### src/rtl/uart_bt_pkg.sv
package uart_bt_pkg;

    localparam int BT_DIV_W   = 16;
    localparam int BT_SUB_W   = 8;
    localparam int BT_BYTE_W  = 8;

    localparam int IDX_DIV_LO = 0;
    localparam int IDX_DIV_HI = 1;
    localparam int IDX_LCTL   = 3;
    localparam int IDX_MODE   = 9;
    localparam int IDX_SCNT   = 10;
    localparam int IDX_SPNT   = 11;
    localparam int IDX_RFIX   = 13;
    localparam int LATCH_BIT  = 7;

    localparam logic [BT_BYTE_W-1:0] SCNT_RESET = 8'h00;
    localparam logic [BT_BYTE_W-1:0] SPNT_RESET = 8'hFF;

    typedef enum logic [1:0] {
        MODE_X16  = 2'd0,
        MODE_RSVD = 2'd1,
        MODE_X4   = 2'd2,
        MODE_PROG = 2'd3
    } os_mode_e;

    typedef struct packed {
        logic [BT_DIV_W-1:0]  divisor;
        os_mode_e             mode;
        logic [BT_SUB_W-1:0]  samp_cnt;
        logic [BT_SUB_W-1:0]  samp_pnt;
    } timing_cfg_t;

endpackage

### src/rtl/uart_bt_regs.sv
module uart_bt_regs
    import uart_bt_pkg::*;
#(
    parameter int ADDR_W = 8,
    parameter int DATA_W = 32
) (
    input  logic              clk,
    input  logic              rst_n,
    input  logic              wr_en,
    input  logic [ADDR_W-1:0] addr,
    input  logic [DATA_W-1:0] wdata,
    output logic [DATA_W-1:0] rdata,
    output timing_cfg_t       cfg,
    output logic              cfg_wr
);

    localparam int HALF_W = BT_DIV_W / 2;

    logic [BT_BYTE_W-1:0] lctl_q;
    logic [HALF_W-1:0]    div_lo_q;
    logic [HALF_W-1:0]    div_hi_q;
    os_mode_e             mode_q;
    logic [BT_SUB_W-1:0]  scnt_q;
    logic [BT_SUB_W-1:0]  spnt_q;
    logic [DATA_W-1:0]    rfix_q;

    function automatic logic at_idx(input logic [ADDR_W-1:0] a, input int idx);
        return a == ADDR_W'(idx << 2);
    endfunction

    logic latch_open;
    logic hit_lo, hit_hi, hit_lctl, hit_mode, hit_scnt, hit_spnt, hit_rfix;

    always_comb begin
        latch_open = lctl_q[LATCH_BIT];
        hit_lo     = at_idx(addr, IDX_DIV_LO) && latch_open;
        hit_hi     = at_idx(addr, IDX_DIV_HI) && latch_open;
        hit_lctl   = at_idx(addr, IDX_LCTL);
        hit_mode   = at_idx(addr, IDX_MODE);
        hit_scnt   = at_idx(addr, IDX_SCNT);
        hit_spnt   = at_idx(addr, IDX_SPNT);
        hit_rfix   = at_idx(addr, IDX_RFIX);
    end

    always_ff @(posedge clk or negedge rst_n) begin
        if (!rst_n) begin
            lctl_q   <= '0;
            div_lo_q <= '0;
            div_hi_q <= '0;
            mode_q   <= MODE_X16;
            scnt_q   <= SCNT_RESET;
            spnt_q   <= SPNT_RESET;
            rfix_q   <= '0;
        end else if (wr_en) begin
            if (hit_lctl) lctl_q   <= wdata[BT_BYTE_W-1:0];
            if (hit_lo)   div_lo_q <= wdata[HALF_W-1:0];
            if (hit_hi)   div_hi_q <= wdata[HALF_W-1:0];
            if (hit_mode) mode_q   <= os_mode_e'(wdata[1:0]);
            if (hit_scnt) scnt_q   <= wdata[BT_SUB_W-1:0];
            if (hit_spnt) spnt_q   <= wdata[BT_SUB_W-1:0];
            if (hit_rfix) rfix_q   <= wdata;
        end
    end

    always_comb begin
        rdata = '0;
        if (hit_lctl)      rdata = DATA_W'(lctl_q);
        else if (hit_lo)   rdata = DATA_W'(div_lo_q);
        else if (hit_hi)   rdata = DATA_W'(div_hi_q);
        else if (hit_mode) rdata = DATA_W'(mode_q);
        else if (hit_scnt) rdata = DATA_W'(scnt_q);
        else if (hit_spnt) rdata = DATA_W'(spnt_q);
        else if (hit_rfix) rdata = rfix_q;
    end

    always_comb begin
        cfg.divisor  = {div_hi_q, div_lo_q};
        cfg.mode     = mode_q;
        cfg.samp_cnt = scnt_q;
        cfg.samp_pnt = spnt_q;
        cfg_wr = wr_en && (hit_lo || hit_hi || hit_mode || hit_scnt || hit_spnt || hit_rfix);
    end

    // a divisor write while the latch bit is clear leaves the divisor unchanged
    a_r2_div_locked: assert property (@(posedge clk) disable iff (!rst_n)
        (wr_en && at_idx(addr, IDX_DIV_LO) && !lctl_q[LATCH_BIT]) |=> $stable(div_lo_q));

    // a line-control write alone does not restart the timers
    a_r9_lctl_quiet: assert property (@(posedge clk) disable iff (!rst_n)
        (wr_en && at_idx(addr, IDX_LCTL)) |-> !cfg_wr);

endmodule

### src/rtl/uart_bt_ratio.sv
module uart_bt_ratio
    import uart_bt_pkg::*;
(
    input  timing_cfg_t         cfg,
    output logic [BT_DIV_W-1:0] div_m1,
    output logic [BT_SUB_W-1:0] last_sub,
    output logic [BT_SUB_W-1:0] mark_sub
);

    localparam logic [BT_SUB_W-1:0] X16_LAST = BT_SUB_W'(15);
    localparam logic [BT_SUB_W-1:0] X16_MARK = BT_SUB_W'(8);
    localparam logic [BT_SUB_W-1:0] X4_LAST  = BT_SUB_W'(3);
    localparam logic [BT_SUB_W-1:0] X4_MARK  = BT_SUB_W'(2);

    always_comb begin
        div_m1 = (cfg.divisor == '0) ? '0 : cfg.divisor - BT_DIV_W'(1);
    end

    always_comb begin
        unique case (cfg.mode)
            MODE_X16, MODE_RSVD: begin
                last_sub = X16_LAST;
                mark_sub = X16_MARK;
            end
            MODE_X4: begin
                last_sub = X4_LAST;
                mark_sub = X4_MARK;
            end
            MODE_PROG: begin
                last_sub = cfg.samp_cnt;
                mark_sub = cfg.samp_pnt;
            end
        endcase
    end

endmodule

### src/rtl/uart_bt_timer.sv
module uart_bt_timer
    import uart_bt_pkg::*;
(
    input  logic                clk,
    input  logic                rst_n,
    input  logic                restart,
    input  logic [BT_DIV_W-1:0] div_m1,
    input  logic [BT_SUB_W-1:0] last_sub,
    output logic                step,
    output logic [BT_SUB_W-1:0] sub_o
);

    logic [BT_DIV_W-1:0] pre_q;
    logic [BT_SUB_W-1:0] sub_q;
    logic                pre_end;

    always_comb begin
        pre_end = (pre_q >= div_m1);
    end

    always_ff @(posedge clk or negedge rst_n) begin
        if (!rst_n) begin
            pre_q <= '0;
            sub_q <= '0;
        end else if (restart) begin
            pre_q <= '0;
            sub_q <= '0;
        end else if (pre_end) begin
            pre_q <= '0;
            sub_q <= (sub_q >= last_sub) ? '0 : sub_q + BT_SUB_W'(1);
        end else begin
            pre_q <= pre_q + BT_DIV_W'(1);
        end
    end

    always_comb begin
        step  = (pre_q == '0);
        sub_o = sub_q;
    end

    // the prescaler never passes the effective divisor
    a_r8_pre_in_range: assert property (@(posedge clk) disable iff (!rst_n)
        pre_q <= div_m1);

    // the sub-bit counter stays inside the selected ratio
    a_r5_sub_in_range: assert property (@(posedge clk) disable iff (!rst_n)
        sub_q <= last_sub);

    // the sub-bit counter advances by one at the end of each prescaler period
    a_r5_sub_advance: assert property (@(posedge clk) disable iff (!rst_n)
        (pre_q == div_m1 && sub_q != last_sub && !restart) |=> (sub_q == $past(sub_q) + BT_SUB_W'(1)));

    // a restart leaves both counters at zero
    a_r9_restart_zero: assert property (@(posedge clk) disable iff (!rst_n)
        restart |=> (pre_q == '0 && sub_q == '0));

    // a step lasts one clock unless the divisor is one
    a_r11_step_single: assert property (@(posedge clk) disable iff (!rst_n)
        (step && div_m1 != '0 && !restart) |=> !step);

endmodule

### src/rtl/uart_bitclk_gen.sv
module uart_bitclk_gen
    import uart_bt_pkg::*;
#(
    parameter int ADDR_W = 8,
    parameter int DATA_W = 32
) (
    input  logic              clk,
    input  logic              rst_n,
    input  logic              reg_wr,
    input  logic [ADDR_W-1:0] reg_addr,
    input  logic [DATA_W-1:0] reg_wdata,
    output logic [DATA_W-1:0] reg_rdata,
    input  logic              rx_start,
    output logic              tx_tick,
    output logic              rx_sample,
    output logic              rx_bit_start
);

    localparam int N_TIMERS = 2;
    localparam int TX_SIDE  = 0;
    localparam int RX_SIDE  = 1;

    timing_cfg_t         cfg;
    logic                cfg_wr;
    logic [BT_DIV_W-1:0] div_m1;
    logic [BT_SUB_W-1:0] last_sub;
    logic [BT_SUB_W-1:0] mark_sub;

    logic [N_TIMERS-1:0] restart_v;
    logic [N_TIMERS-1:0] step_v;
    logic [BT_SUB_W-1:0] sub_v [N_TIMERS];

    uart_bt_regs #(
        .ADDR_W (ADDR_W),
        .DATA_W (DATA_W)
    ) regs_i (
        .clk    (clk),
        .rst_n  (rst_n),
        .wr_en  (reg_wr),
        .addr   (reg_addr),
        .wdata  (reg_wdata),
        .rdata  (reg_rdata),
        .cfg    (cfg),
        .cfg_wr (cfg_wr)
    );

    uart_bt_ratio ratio_i (
        .cfg      (cfg),
        .div_m1   (div_m1),
        .last_sub (last_sub),
        .mark_sub (mark_sub)
    );

    for (genvar g = 0; g < N_TIMERS; g++) begin : gen_timer
        assign restart_v[g] = cfg_wr | ((g == RX_SIDE) ? rx_start : 1'b0);

        uart_bt_timer timer_i (
            .clk      (clk),
            .rst_n    (rst_n),
            .restart  (restart_v[g]),
            .div_m1   (div_m1),
            .last_sub (last_sub),
            .step     (step_v[g]),
            .sub_o    (sub_v[g])
        );
    end

    always_comb begin
        tx_tick      = step_v[TX_SIDE] && (sub_v[TX_SIDE] == '0);
        rx_bit_start = step_v[RX_SIDE] && (sub_v[RX_SIDE] == '0);
        rx_sample    = step_v[RX_SIDE] && (sub_v[RX_SIDE] == mark_sub);
    end

    // a timing-register write starts a fresh bit on both sides
    a_r9_write_restart: assert property (@(posedge clk) disable iff (!rst_n)
        cfg_wr |=> (tx_tick && rx_bit_start));

    // a start edge realigns the receive side in the next clock
    a_r10_rx_realign: assert property (@(posedge clk) disable iff (!rst_n)
        rx_start |=> rx_bit_start);

    // a sample strobe only occurs when the sample position lies inside the bit
    a_r6_sample_inside: assert property (@(posedge clk) disable iff (!rst_n)
        rx_sample |-> (mark_sub <= last_sub));

endmodule

### config.mk
export PLATFORM = sky130hd
export DESIGN_NAME = uart_bitclk_gen
export DESIGN_NICKNAME = d
export VERILOG_FILES = /design/src/rtl/uart_bt_pkg.sv /design/src/rtl/uart_bt_regs.sv /design/src/rtl/uart_bt_ratio.sv /design/src/rtl/uart_bt_timer.sv /design/src/rtl/uart_bitclk_gen.sv
export SDC_FILE = /design/constraint.sdc
export NUM_CORES = 1
export LEC_CHECK = 0
export BUFFER_PORTS_ARGS = -buffer_cell sky130_fd_sc_hd__buf_2
export CAP_MARGIN = 10
export CORE_ASPECT_RATIO = 2
export CORE_MARGIN = 1
export CORE_UTILIZATION = 54
export DETAILED_ROUTE_END_ITERATION = 8
export PLACE_DENSITY_LB_ADDON = 0.08
export SLEW_MARGIN = 25
export SYNTH_ARGS = -nofsm -noshare
export SYNTH_HDL_FRONTEND = slang
export SYNTH_SLANG_ARGS = --single-unit
### constraint.sdc
create_clock -name clk -period 3.13 [get_ports clk]
set_input_delay 0.1565 -clock clk [delete_from_list [all_inputs] [get_ports clk]]
set_output_delay 0.1565 -clock clk [all_outputs]
set_load 0.05 [all_outputs]
==> impl.org, run 1 <==
** Logic synthesis
- Cells after synthesis :: 765
- In this run the cell area of the synthesized design comes to 0.00768 mm^2.
- The most used flip-flop cell after synthesis is dfrtp_1.
- Flip-flop and latch count after synthesis :: 122
- Most common library cells after synthesis :: dfrtp_1 (114), nor2_1 (75), ha_1 (58)
- The number of nets handed over by synthesis was 867.
- Summed over all instances, the cell type with the most area after synthesis is dfrtp_1.
- Post-synth cell types :: 76
- The share of synthesized area in the top cell type comes to 37.2%.
- Post-synthesis area per instance :: 10.0 um^2
- EDFF count, synth :: 0
- Top cells by area in the synthesized netlist :: dfrtp_1 (37%), ha_1 (9.5%), mux2_1 (6.7%), mux2_2 (4.4%), nor2_1 (3.7%)
- Share of the yosys chip area belonging to registers :: 39.9%
- Most frequent cell after synthesis :: dfrtp_1
- Synth async-reset ratio :: 100%
- Number of warning messages in the yosys log :: 0

** Detailed routing
- Total met3 wirelength after detailed routing :: 842 um
- In the routed design, unresolved DRC markers number 0.
- Detailed Route WL :: 24100 um
- Vias per Instance :: 6.03
- Via count :: 6798
- For this block, the initial DRC count from the detailed router was 392.
- Routed metal-1 wirelength :: 8190 um
- After detailed routing, the average wire length per cell comes to 21.4 um.
- Remaining number of nets flagged by the antenna check after routing :: 0
- Before antenna repair, the detailed router went through 5 iterations.
- After detailed routing, no signal wire sits above met4.
- Met2 wire length :: 13200 um

** Run status
- The checks that failed: negative setup slack.
- Status :: complete, but fails checks

** Timing
- Clock skew on the completed layout was measured at 11.9 ps.
- Maximum achievable frequency :: 0.296 GHz
- Final Max Slew Viols :: 0
- After layout, the worst setup slack is -251 ps.
- The routed design could run at a clock period as short as 3380 ps.
- Setup repair after global routing could not meet its margin everywhere.
- At the pin with the least slew margin, the transition time is 855 ps.
- Portion of the clock cycle consumed by the worst path in the final layout :: 108%
- Slew HR :: 43.0%
- Worst hold slack after final layout :: 121 ps
- Final number of setup-violating endpoints :: 33
- The final hold violation count was 0.

** Power
- The analysis attributes to cell leakage a power of 4.90 nW.
- For this design the ratio of total power to cell area is 509 mW/mm^2.
- Maximum vdd drop :: 0.352 mV
- After layout, the design draws a total of 5.26 mW.

** Final layout
- Ratio of cells with drive above 1 in the final layout :: 32.9%
- Area growth from synthesis to layout :: 34.8%
- Non-filler instance count after layout :: 1128
- Net count reported at finish :: 1028
- Counting the fill cells in the layout gives 977.
- Antenna Cells :: 0

** Placed design
- Number of buffers added on ports :: 78
- Last weighted congestion value of the routability-driven placer :: 0.969
- Pre-CTS worst setup slack :: -206 ps
- Once detailed placement completed, the half-perimeter wirelength came to 16100 um.
- Once placement completed, the tool counted placed cells totaling 1048.

** Setup path
- Required time of the worst setup path :: 3430 ps
- Kind of capture point of the worst setup path :: flop
- Counting cells, the worst reg-to-reg path comes to 12.
- Worst setup path startpoint :: regs_i.div_hi_q[2]
- Type of origin of the critical path :: flop
- Beginning of the worst register-to-register path :: regs_i.div_hi_q[2]
- Capturing instance or port of the critical path :: gen_timer[0].timer_i.sub_o[7]
- Setup slack on the worst reg-to-reg path comes out at -250 ps.
- Data arrival, critical path :: 3680 ps
- Worst reg2reg endpoint :: gen_timer[0].timer_i.sub_o[7]
- Critical path start-end classification :: flop to flop
- CP max FO :: 3

** Global routing
- The initial antenna violation count was 0.
- Wire length of the first global-routing pass :: 35500 um
- Overflow after GRT :: 0
- Overall track demand over capacity in global routing :: 31.8%
- Entering global routing, the biggest net connects 66 pins.
- The number of global-route vias before repair is 7059.

** Die
- Core area :: 0.0139 mm^2
- Die height :: 171 um
- Starting density of the core :: 55.3%
- Count of pins on the block boundary :: 79
- Area of the die :: 0.0147 mm^2
- In this run the core area contains 61 standard-cell rows.
- Die X :: 86.3 um

** Clock tree
- In this run the number of H-tree levels came out at 4.
- TritonCTS built the clock tree.
- The clock passes through at most 2 buffers.
- Clk sink count :: 122
- Clock latency on the worst-skew pair, taken at its later pin, is 420 ps.
- CTS placed an instance of clkbuf_16 at the clock tree root.
- TritonCTS created 17 clock buffers.
- After clock tree synthesis, the clock-pin slew on the worst setup and hold paths is 60 ps.

** Job
- Max-Cap Viols :: 0

** Hold path
- The worst hold path belongs to the class input pin to flop.
what timing repair did:
item,in CTS,in global routing
buffers inserted,4,17
setup endpoints to repair,45,47
endpoints found under the hold margin,81,0
resized for setup,22,115
hold buffers,25,0
pin swaps,9,38
cloned,1,1
where the power goes:
part / switching [mW] / internal [mW]
sequential: 0.135 / 1.67
combinational: 0.712 / 0.555
clock: 0.745 / 1.44
total: 1.59 / 3.67
placed cells by master, fill, tap and decap left out, types with 5 or more instances in the layout:
master and n:
a21o_1 9, clkbuf_8 5, nand2b_1 15, a21oi_2 5
mux2_2 29, nor2_4 7, o21ai_1 6, xor2_1 27
o2bb2ai_1 11, nand3_1 25, nand2_4 7, buf_6 9
o21ai_0 19, nor2b_1 15, buf_2 77, a222oi_1 6
ha_1 41, nor4_1 7, mux2_1 46, nor2_2 8
dlygate4sd3_1 25, nand2_2 6, ha_4 15, dfrtp_1 114
o21ai_2 5, and3_1 15, nor2_1 61, dfstp_2 8
a21oi_1 9, nand4_1 14, xnor2_1 13, and2_1 25
clkbuf_16 18, inv_1 22, buf_4 48, a22o_1 5
nand2_1 43, nor3_1 16
metal layers:
layer	global-route usage (%)	vias up
li1	-	3107
met1	30.5	3339
met2	59.7	244
met3	4.34	108
met4	23.8	0
met5	0	-
stage by stage:
stage                     cell area [um^2]  utilization (%)  setup TNS [ps]
after global routing                 10300             74.5           -7290
after CTS                             9550             68.8           -18.6
after floorplan                       7690                -               0
after detailed placement              8510             61.2           -4630
after global placement                8510             61.2           -3270
final                                10300             74.5           -3790
worst max-delay path: stages, from the launching register on:
cell and delay (ps):
dfrtp_1 400, nor3_2 230, nand2b_1 140, nor2_2 200, nand4_1 230, buf_6 210
nand2_4 60, ha_4 190, a22o_1 250, o41ai_4 390, a311oi_2 180, or4_1 510
a32o_1 260
worst min path at each step:
stage / start / end / cells past startpoint
floorplan: rst_n / gen_timer[0].timer_i.pre_q[0] / 0
global route: reg_wdata[6] / regs_i.rfix_q[6] / 2
CTS: reg_wdata[5] / regs_i.div_lo_q[5] / 2
detailed placement: rst_n / regs_i.scnt_q[4] / 1
global placement: rst_n / regs_i.scnt_q[4] / 1
finish: reg_wdata[6] / regs_i.rfix_q[6] / 2
flip-flops by register name, indices dropped and copies added (netlist names):
register                 flops
regs_i.div_lo_q              8
regs_i.mode_q                2
gen_timer.timer_i.pre_q     32
gen_timer.timer_i.sub_o     16
regs_i.rfix_q               32
regs_i.spnt_q                8
regs_i.scnt_q                8
regs_i.div_hi_q              8
regs_i.lctl_q                8
logic make-up after synthesis:
| family | synth area share, % |
|---|---|
| AO/OA/AOI/OAI | 12.3 |
| buffers and inverters | 2.46 |
| XOR/XNOR | 4.91 |
| flip-flops | 39.9 |
| AND/OR/NAND/NOR | 19.7 |
| multiplexers | 11.3 |
| adder cells (fa/ha/maj) | 9.45 |
cell type report:
type | instances | area [um^2] | share of cell area, %
clock inverters | 9 | 160 | 1.55
multi-input cells | 599 | 5110 | 49.4
well taps | 189 | 236 | 2.29
inverters | 22 | 82.6 | 0.798
repair buffers | 164 | 1200 | 11.6
flip-flops and latches | 122 | 3060 | 29.6
clock buffers | 23 | 498 | 4.81
Power figures use the tool's default switching activity.
==> run 2, diff against run 1 <==
- BUFFER_PORTS_ARGS: -buffer_cell sky130_fd_sc_hd__buf_2 -> not set
- CORE_UTILIZATION: 54 -> 64
- DONT_BUFFER_PORTS: not set -> 1
- REMOVE_ABC_BUFFERS: not set -> 1
- clock period: 3.13 -> 3.8 ns (I/O delays scaled with it)
==> run 2 against run 1 <==
Against the previous run:
- the run now ends clean
- fmax is 2.7% lower
- combinational power is 40% lower
- setup slack better by 580 ps
- critical path type unchanged
- largest power group unchanged
- highest routed layer unchanged
==> impl.org, run 2 (synthesized netlist as in run 1, its figures left out) <==
** Detailed routing
- The routed wire length per instance was 22.1 um (+3.5%).
- DRC violation count after routing :: 0 (unchanged)
- The vias after detailed routing is 6395 (-5.9%).
- Detailed Route WL :: 21500 um (-11%)
- Detailed Routing Iterations Pass 1 :: 5 (unchanged)
- The ratio of routed vias to standard cells is 6.59 (+9.3%).
- Remaining number of nets flagged by the antenna check after routing :: 0 (unchanged)
- First DRT Iteration DRCs :: 488 (+24%)

** Timing
- Slew HR :: 33.5% (-9.5 points)
- Final number of setup-violating endpoints :: 0 (-100%)
- Final worst-path setup slack :: 327 ps (+577 ps)
- Final worst path period need :: 3470 ps (+92.6 ps)
- The setup TNS after final layout was 0 ps (+3790 ps).
- Setup repair after global routing missed its margin :: no
- The measured slew at the worst slew-check pin came to 994 ps (+139 ps).
- Final Max Slew Viols :: 0 (unchanged)
- Final hold violations :: 0 (unchanged)
- The fmax is 0.288 GHz (-2.7%).
- The setup clock skew after layout came to 14.9 ps (+2.98 ps).
- The part of the cycle the worst path needs came to 91.4% (-17 points).

** Setup path
- On the critical path, the stage with the largest delay is an instance of dfrtp_1.
- The critical path goes through nor4_1 -> buf_4 -> nand2_1 -> o41a_1 -> o21ai_0 -> ha_1 -> a21oi_1 -> o21ai_0 -> nor2_1 -> a311oi_1 -> buf_4 -> nor2_1 -> a221o_1.
- Critical path start-end classification :: flop to flop
- Required time of the worst setup path :: 4110 ps (+680 ps)
- STA classifies the critical path startpoint as a flop.
- The delay of the slowest critical-path stage is 440 ps (-70 ps).
- The signal arrival time at the worst endpoint came to 3780 ps (+100 ps).
- Kind of capture point of the worst setup path :: flop
- CP max FO :: 5 (+2)

** Power
- Clk pwr share :: 42.4% (+0.8 points)
- The relative contribution of sequential cells to total power was 38.0% (+3.6 points).
- Maximum vdd drop :: 0.398 mV (+13%)
- The power density normalized to cell area is 441 mW/mm^2 (-13%).
- Share of total power in combinational logic :: 19.5% (-4.6 points)
- Net load switching power :: 1.23 mW (-23%)
- The internal power came to 2.67 mW (-27%).
- The leakage component of the power is 4.18 nW (-15%).
- Switching Share :: 31.6% (+1.4 points)

** Global routing
- The residual overflow from global routing is 0 (unchanged).
- Via count of the first global-routing pass :: 6618 (-6.2%)
- The first-pass GRT wire length came to 33800 um (-4.9%).
- The pin count of the biggest net entering global routing came to 123 (+86%).
- The aggregate global-route resource usage came to 36.7% (+4.9 points).
- The initial antenna violation count is 0 (unchanged).

** Clock tree
- Maximum number of buffers from clock root to sink :: 2 (unchanged)
- The number of buffers added by the clock tree synthesis step is 17 (unchanged).
- Number of H-tree levels :: 4 (unchanged)
- The number of clock sinks seen by CTS was 122 (unchanged).
- TritonCTS built the clock tree.
- The clock transition at the register clock pins on the worst setup and hold paths after CTS was 60 ps (about the same).
- The clock latency on the worst-skew pair came to 420 ps (about the same).
- Clock tree synthesis selected as its root buffer the cell clkbuf_16.

** Final layout
- Area growth from synthesis to layout :: 15.3%
- Net count reported at finish :: 914 (-11%)
- Leading cell type in the layout, fill and taps excluded :: dfrtp_1
- Ratio of cells with drive above 1 in the final layout :: 13.0% (-20 points)
- Highest-count cells in the layout ignoring fill and taps :: dfrtp_1 (114), nor2_1 (75), ha_1 (58), nand2_1 (56), mux2_1 (46)
- Fillcell total :: 789 (-19%)

** Die
- Die height :: 157 um (-8.0%)
- Die X :: 79.4 um (-8.0%)
- Area of the die :: 0.0125 mm^2 (-15%)
- Starting density of the core :: 65.6% (+10 points)
- Count of pins on the block boundary :: 79 (unchanged)
- The placement row count came to 56 (-8.2%).
- The floorplan core area came to 0.0117 mm^2 (-16%).

** Run status
- Status :: finished, final reports clean

** Job
- Max-Cap Viols :: 0 (unchanged)

** Placed design
- Number of buffers added on ports :: 0 (-100%)
- Total half-perimeter wirelength after legalization and detailed placement :: 15000 um (-6.9%)
- The routability-driven placement congestion ratio came to 0.979 (+1.0%).
- The pre-CTS worst setup slack came to 279 ps (+484 ps).

** Hold path
- The worst hold path belongs to the class input pin to flop.
==> run 2: cell type report <==
type                    count  area (um^2)  share of cell area, %
multi-input cells         598         4440                   50.1
repair buffers             51          485                   5.48
clock buffers              18          439                   4.96
diodes                      1         2.50                 0.0283
flip-flops and latches    122         3060                   34.6
inverters                  22         82.6                  0.933
well taps                 145          181                   2.05
clock inverters            14          163                   1.84
==> run 2: through the flow <==
| stage | hold WS, ps | std cells | cell area [um^2] | util, % | total power [mW] |
|---|---|---|---|---|---|
| 6_report | 62.8 | 971 | 8850 | 75.7 | 3.90 |
| 5_1_grt | 56.6 | 970 | 8850 | 75.6 | 4.04 |
| 4_1_cts | 61.1 | 968 | 8830 | 75.5 | 3.88 |
| 3_5_place_dp | -102 | 902 | 7880 | 67.3 | 2.17 |
| 3_3_place_gp | -103 | 902 | 7880 | 67.3 | 2.14 |
| 2_1_floorplan | -106 | 742 | 7570 | - | 1.96 |
==> run 2: power by group through the flow <==
stage          Sequential (mW)  Combinational (mW)  Clock (mW)
2_1_floorplan             1.46               0.496           0
3_3_place_gp              1.50               0.642           0
3_5_place_dp              1.50               0.672           0
4_1_cts                   1.48               0.751        1.65
5_1_grt                   1.49               0.827        1.72
6_report                  1.48               0.762        1.66
==> run 2: repair_timing <==
item,CTS,global route
hold buffers,34,0
endpoints found under the setup margin,0,1
gates resized for setup,0,0
endpoints found under the hold margin,196,0
setup buffers,0,2
==> run 2: critical path: cells and delay by family, from the launching register on <==
family / cells / cell delay [ps]
flip-flops: 1 / 440
adder cells (fa/ha/maj): 1 / 200
AO/OA/AOI/OAI: 6 / 1760
AND/OR/NAND/NOR: 4 / 540
buffers and inverters: 2 / 410
==> run 2: layer usage <==
layer	share of wire, %	track usage [%]	vias up	routed length [um]
met1	34	35.3	3155	7290
met4	7.6	28.3	0	1640
met2	54	66.7	262	11600
met5	0	0	-	0
met3	4.6	6.47	98	981
li1	-	-	2880	-
==> run 2: final timing paths <==
kind                                    start                       endpoint  slack [ps]  cells after the start
max reg2reg                regs_i.div_lo_q[3]  gen_timer[0].timer_i.sub_o[5]         330                     13
max                        regs_i.div_lo_q[3]  gen_timer[0].timer_i.sub_o[5]         330                     13
max in group asynchronous               rst_n  gen_timer[1].timer_i.pre_q[1]        2960                      2
min reg2reg                 regs_i.rfix_q[24]              regs_i.rfix_q[24]         490                      1
min                                    reg_wr               regs_i.mode_q[1]          60                      2
min in group asynchronous               rst_n  gen_timer[0].timer_i.sub_o[2]         390                      2
==> run 3, diff against run 2 <==
- CORE_ASPECT_RATIO: 2 -> 0.75
==> run 3 against run 2 <==
Against the previous run:
- cell count up 1.3%
- clock skew down 5.4 ps
- sequential power about the same
- via count down 1.4%
- clock-buffer cell count down 1
- fmax down 1.5%
- routed wire length down 5.3%
- total power about the same
- setup slack worse by 53 ps
- combinational power down 3.1%
- critical path type unchanged
- critical endpoint is now gen_timer[0].timer_i.sub_o[7]
- largest power group unchanged
==> impl.org, run 3 (synthesized netlist as in run 1, its figures left out) <==
** Run status
- Status :: finished, final reports clean

** Final layout
- The top cell types in the final layout, fill and taps aside, are dfrtp_1 (114), nor2_1 (75), ha_1 (58), nand2_1 (56), mux2_1 (46).
- The area added between synthesis and finish is 15.3% (about the same).
- Antenna Cells :: 0 (-1)
- Ratio of cells with drive above 1 in the final layout :: 12.7% (-0.32 points)
- The library cell used most frequently in the layout, excluding fill and tap cells, is dfrtp_1.
- The final layout net count was 911 (-0.33%).

** Power
- Power per unit of standard cell area :: 441 mW/mm^2 (about the same)
- Internal :: 2.66 mW (-0.21%)
- Leakage power summed over all cells :: 4.17 nW (-0.14%)
- Part of the power in registers :: 37.9% (about the same)
- The switching power summed over all nets was 1.24 mW (+0.42%).
- The combinational share of power came to 18.9% (-0.6 points).
- Switching Share :: 31.7% (+0.13 points)
- The clock share of power is 43.1% (+0.7 points).
- The maximum ir drop on the vdd rail came to 0.340 mV (-14%).

** Timing
- The relative slew slack came to 40.6% (+7.1 points).
- The setup clock skew after layout was 9.52 ps (-5.39 ps).
- Setup repair after global routing missed its margin :: no
- The fmax came to 0.284 GHz (-1.5%).
- The setup TNS after final layout came to 0 ps (unchanged).
- The final worst hold slack is 53.3 ps (-9.55 ps).
- The part of the cycle the worst path needs is 92.8% (+1.4 points).
- Worst slew pin tran :: 888 ps (-106 ps)
- Final Max Slew Viols :: 0 (unchanged)
- Final worst path period need :: 3530 ps (+52.7 ps)
- The final count of negative-setup-slack endpoints was 0 (unchanged).
- Final hold violations :: 0 (unchanged)

** Global routing
- The initial antenna violation count is 0 (unchanged).
- The first-pass GRT wire length is 33100 um (-2.0%).
- The pin count of the biggest net entering global routing is 123 (unchanged).
- Via count of the first global-routing pass :: 6215 (-6.1%)
- Overflow after GRT :: 0 (unchanged)
- Overall track demand over capacity in global routing :: 34.8% (-2.0 points)

** Detailed routing
- The wire length after detailed routing came to 20300 um (-5.3%).
- The post-route antenna net violation count came to 0 (unchanged).
- The ratio of routed vias to standard cells came to 6.41 (-2.7%).
- Routed WL per cell :: 20.7 um (-6.5%)
- The final routed DRC violation total was 0 (unchanged).
- Via count :: 6305 (-1.4%)
- Detailed Routing Iterations Pass 1 :: 6 (+1)
- The violation count after the first detailed-routing iteration is 635 (+30%).

** Clock tree
- Clock Tree Root :: clkbuf_16
- Clk sink count :: 122 (unchanged)
- Maximum number of buffers from clock root to sink :: 2 (unchanged)
- The total number of H-tree levels was 4 (unchanged).
- Clock latency on the worst-skew pair :: 430 ps (about the same)
- TritonCTS built the clock tree.
- Number of buffers created by CTS :: 17 (unchanged)
- Number of gates given a new drive strength after cts :: 0 (unchanged)
- The clock transition at the register clock pins on the worst setup and hold paths after CTS is 70 ps (about the same).

** Setup path
- The highest fanout seen on the critical path was 5 (unchanged).
- The required time of the critical path was 4110 ps (about the same).
- The worst setup path is launched from a flop.
- Data arrival, critical path :: 3830 ps (+50 ps)
- Critical path start-end classification :: flop to flop
- The worst setup path is captured at a flop.

** Die
- The total I/O pin count was 79 (unchanged).
- Die height :: 96.8 um (-38%)
- The die footprint is 0.0124 mm^2 (-0.17%).
- Standard-cell rows :: 34 (-39%)
- The horizontal extent of the die is 128 um (+62%).
- The floorplan core area came to 0.0117 mm^2 (-0.38%).
- Starting density of the core :: 65.9% (+0.25 points)

** Job
- The reported max-cap violation count was 0 (unchanged).

** Hold path
- In this run the worst hold path is classified as input pin to flop.

** Placed design
- Last weighted congestion value of the routability-driven placer :: 0.919 (-6.1%)
- The detailed placer's ending HPWL was 13800 um (-7.7%).
- Number of buffers added on ports :: 0 (unchanged)
[run 3: cell count changes in the layout (fill, tap and decap cells not counted), sizes merged]
cell / change
diode: -1
clkinvlp: -2
clkinv: -3
inv: +6
clkbuf: -1
buf: -3
[run 3: power by group through the flow]
stage	clock network, mW	registers, mW	logic (mW)
2_1_floorplan	0	1.46	0.496
3_5_place_dp	0	1.50	0.655
5_1_grt	1.75	1.49	0.819
4_1_cts	1.69	1.48	0.730
3_3_place_gp	0	1.49	0.624
6_report	1.68	1.48	0.738
[run 3: worst max-delay path: stages, from the launching register on]
cell and delay, ps:
dfrtp_1 430, nor4_1 400, buf_4 210, nand2_1 70, o41a_1 330, o21ai_0 390
ha_1 330, a21oi_1 140, o21ai_0 110, nor2_1 140, a311oi_1 120, or4_1 480
a32o_1 250
[run 3: final timing paths]
kind | start | endpoint | slack [ps] | cells past startpoint
worst max-delay path | regs_i.div_lo_q[3] | gen_timer[0].timer_i.sub_o[7] | 270 | 12
worst min-delay path | reg_wr | regs_i.mode_q[1] | 50 | 2
worst max register to register | regs_i.div_lo_q[3] | gen_timer[0].timer_i.sub_o[7] | 270 | 12
worst min register to register | regs_i.rfix_q[9] | regs_i.rfix_q[9] | 490 | 1
max in group asynchronous | rst_n | gen_timer[1].timer_i.pre_q[1] | 2940 | 2
min in group asynchronous | rst_n | gen_timer[0].timer_i.pre_q[9] | 340 | 2
[run 3: area by class of cell]
| class | instances | area [um^2] |
|---|---|---|
| clock buffer | 17 | 425 |
| sequential | 122 | 3060 |
| multi-input combinational | 598 | 4440 |
| clock inverter | 15 | 179 |
| fill | 842 | 2810 |
| timing repair buffer | 48 | 463 |
| tap | 162 | 203 |
| inverter | 22 | 82.6 |
[run 3: per-layer routing]
layer  wire length [um]  vias to the layer above  global-route usage (%)
met2               9040                      274                    50.4
met3               1620                       51                    8.46
met1               9220                     3105                    50.4
met4                460                        0                    12.4
li1                   -                     2875                       -
met5                  0                        -                       0
[run 3: timing repair]
| action | in CTS | in global routing |
|---|---|---|
| hold buffers | 34 | 0 |
| setup buffers | 0 | 0 |
| endpoints found under the hold margin | 196 | 0 |
[run 3: metrics by stage]
stage | setup slack [ps] | total power [mW] | std cells | instance area [um^2] | utilization (%)
global route | 39.2 | 4.06 | 984 | 8850 | 75.9
floorplan | 313 | 1.96 | 742 | 7570 | -
global placement | 561 | 2.12 | 918 | 7890 | 67.7
finish | 274 | 3.90 | 984 | 8850 | 75.9
CTS | 296 | 3.90 | 984 | 8850 | 75.9
detailed placement | 398 | 2.15 | 918 | 7890 | 67.7
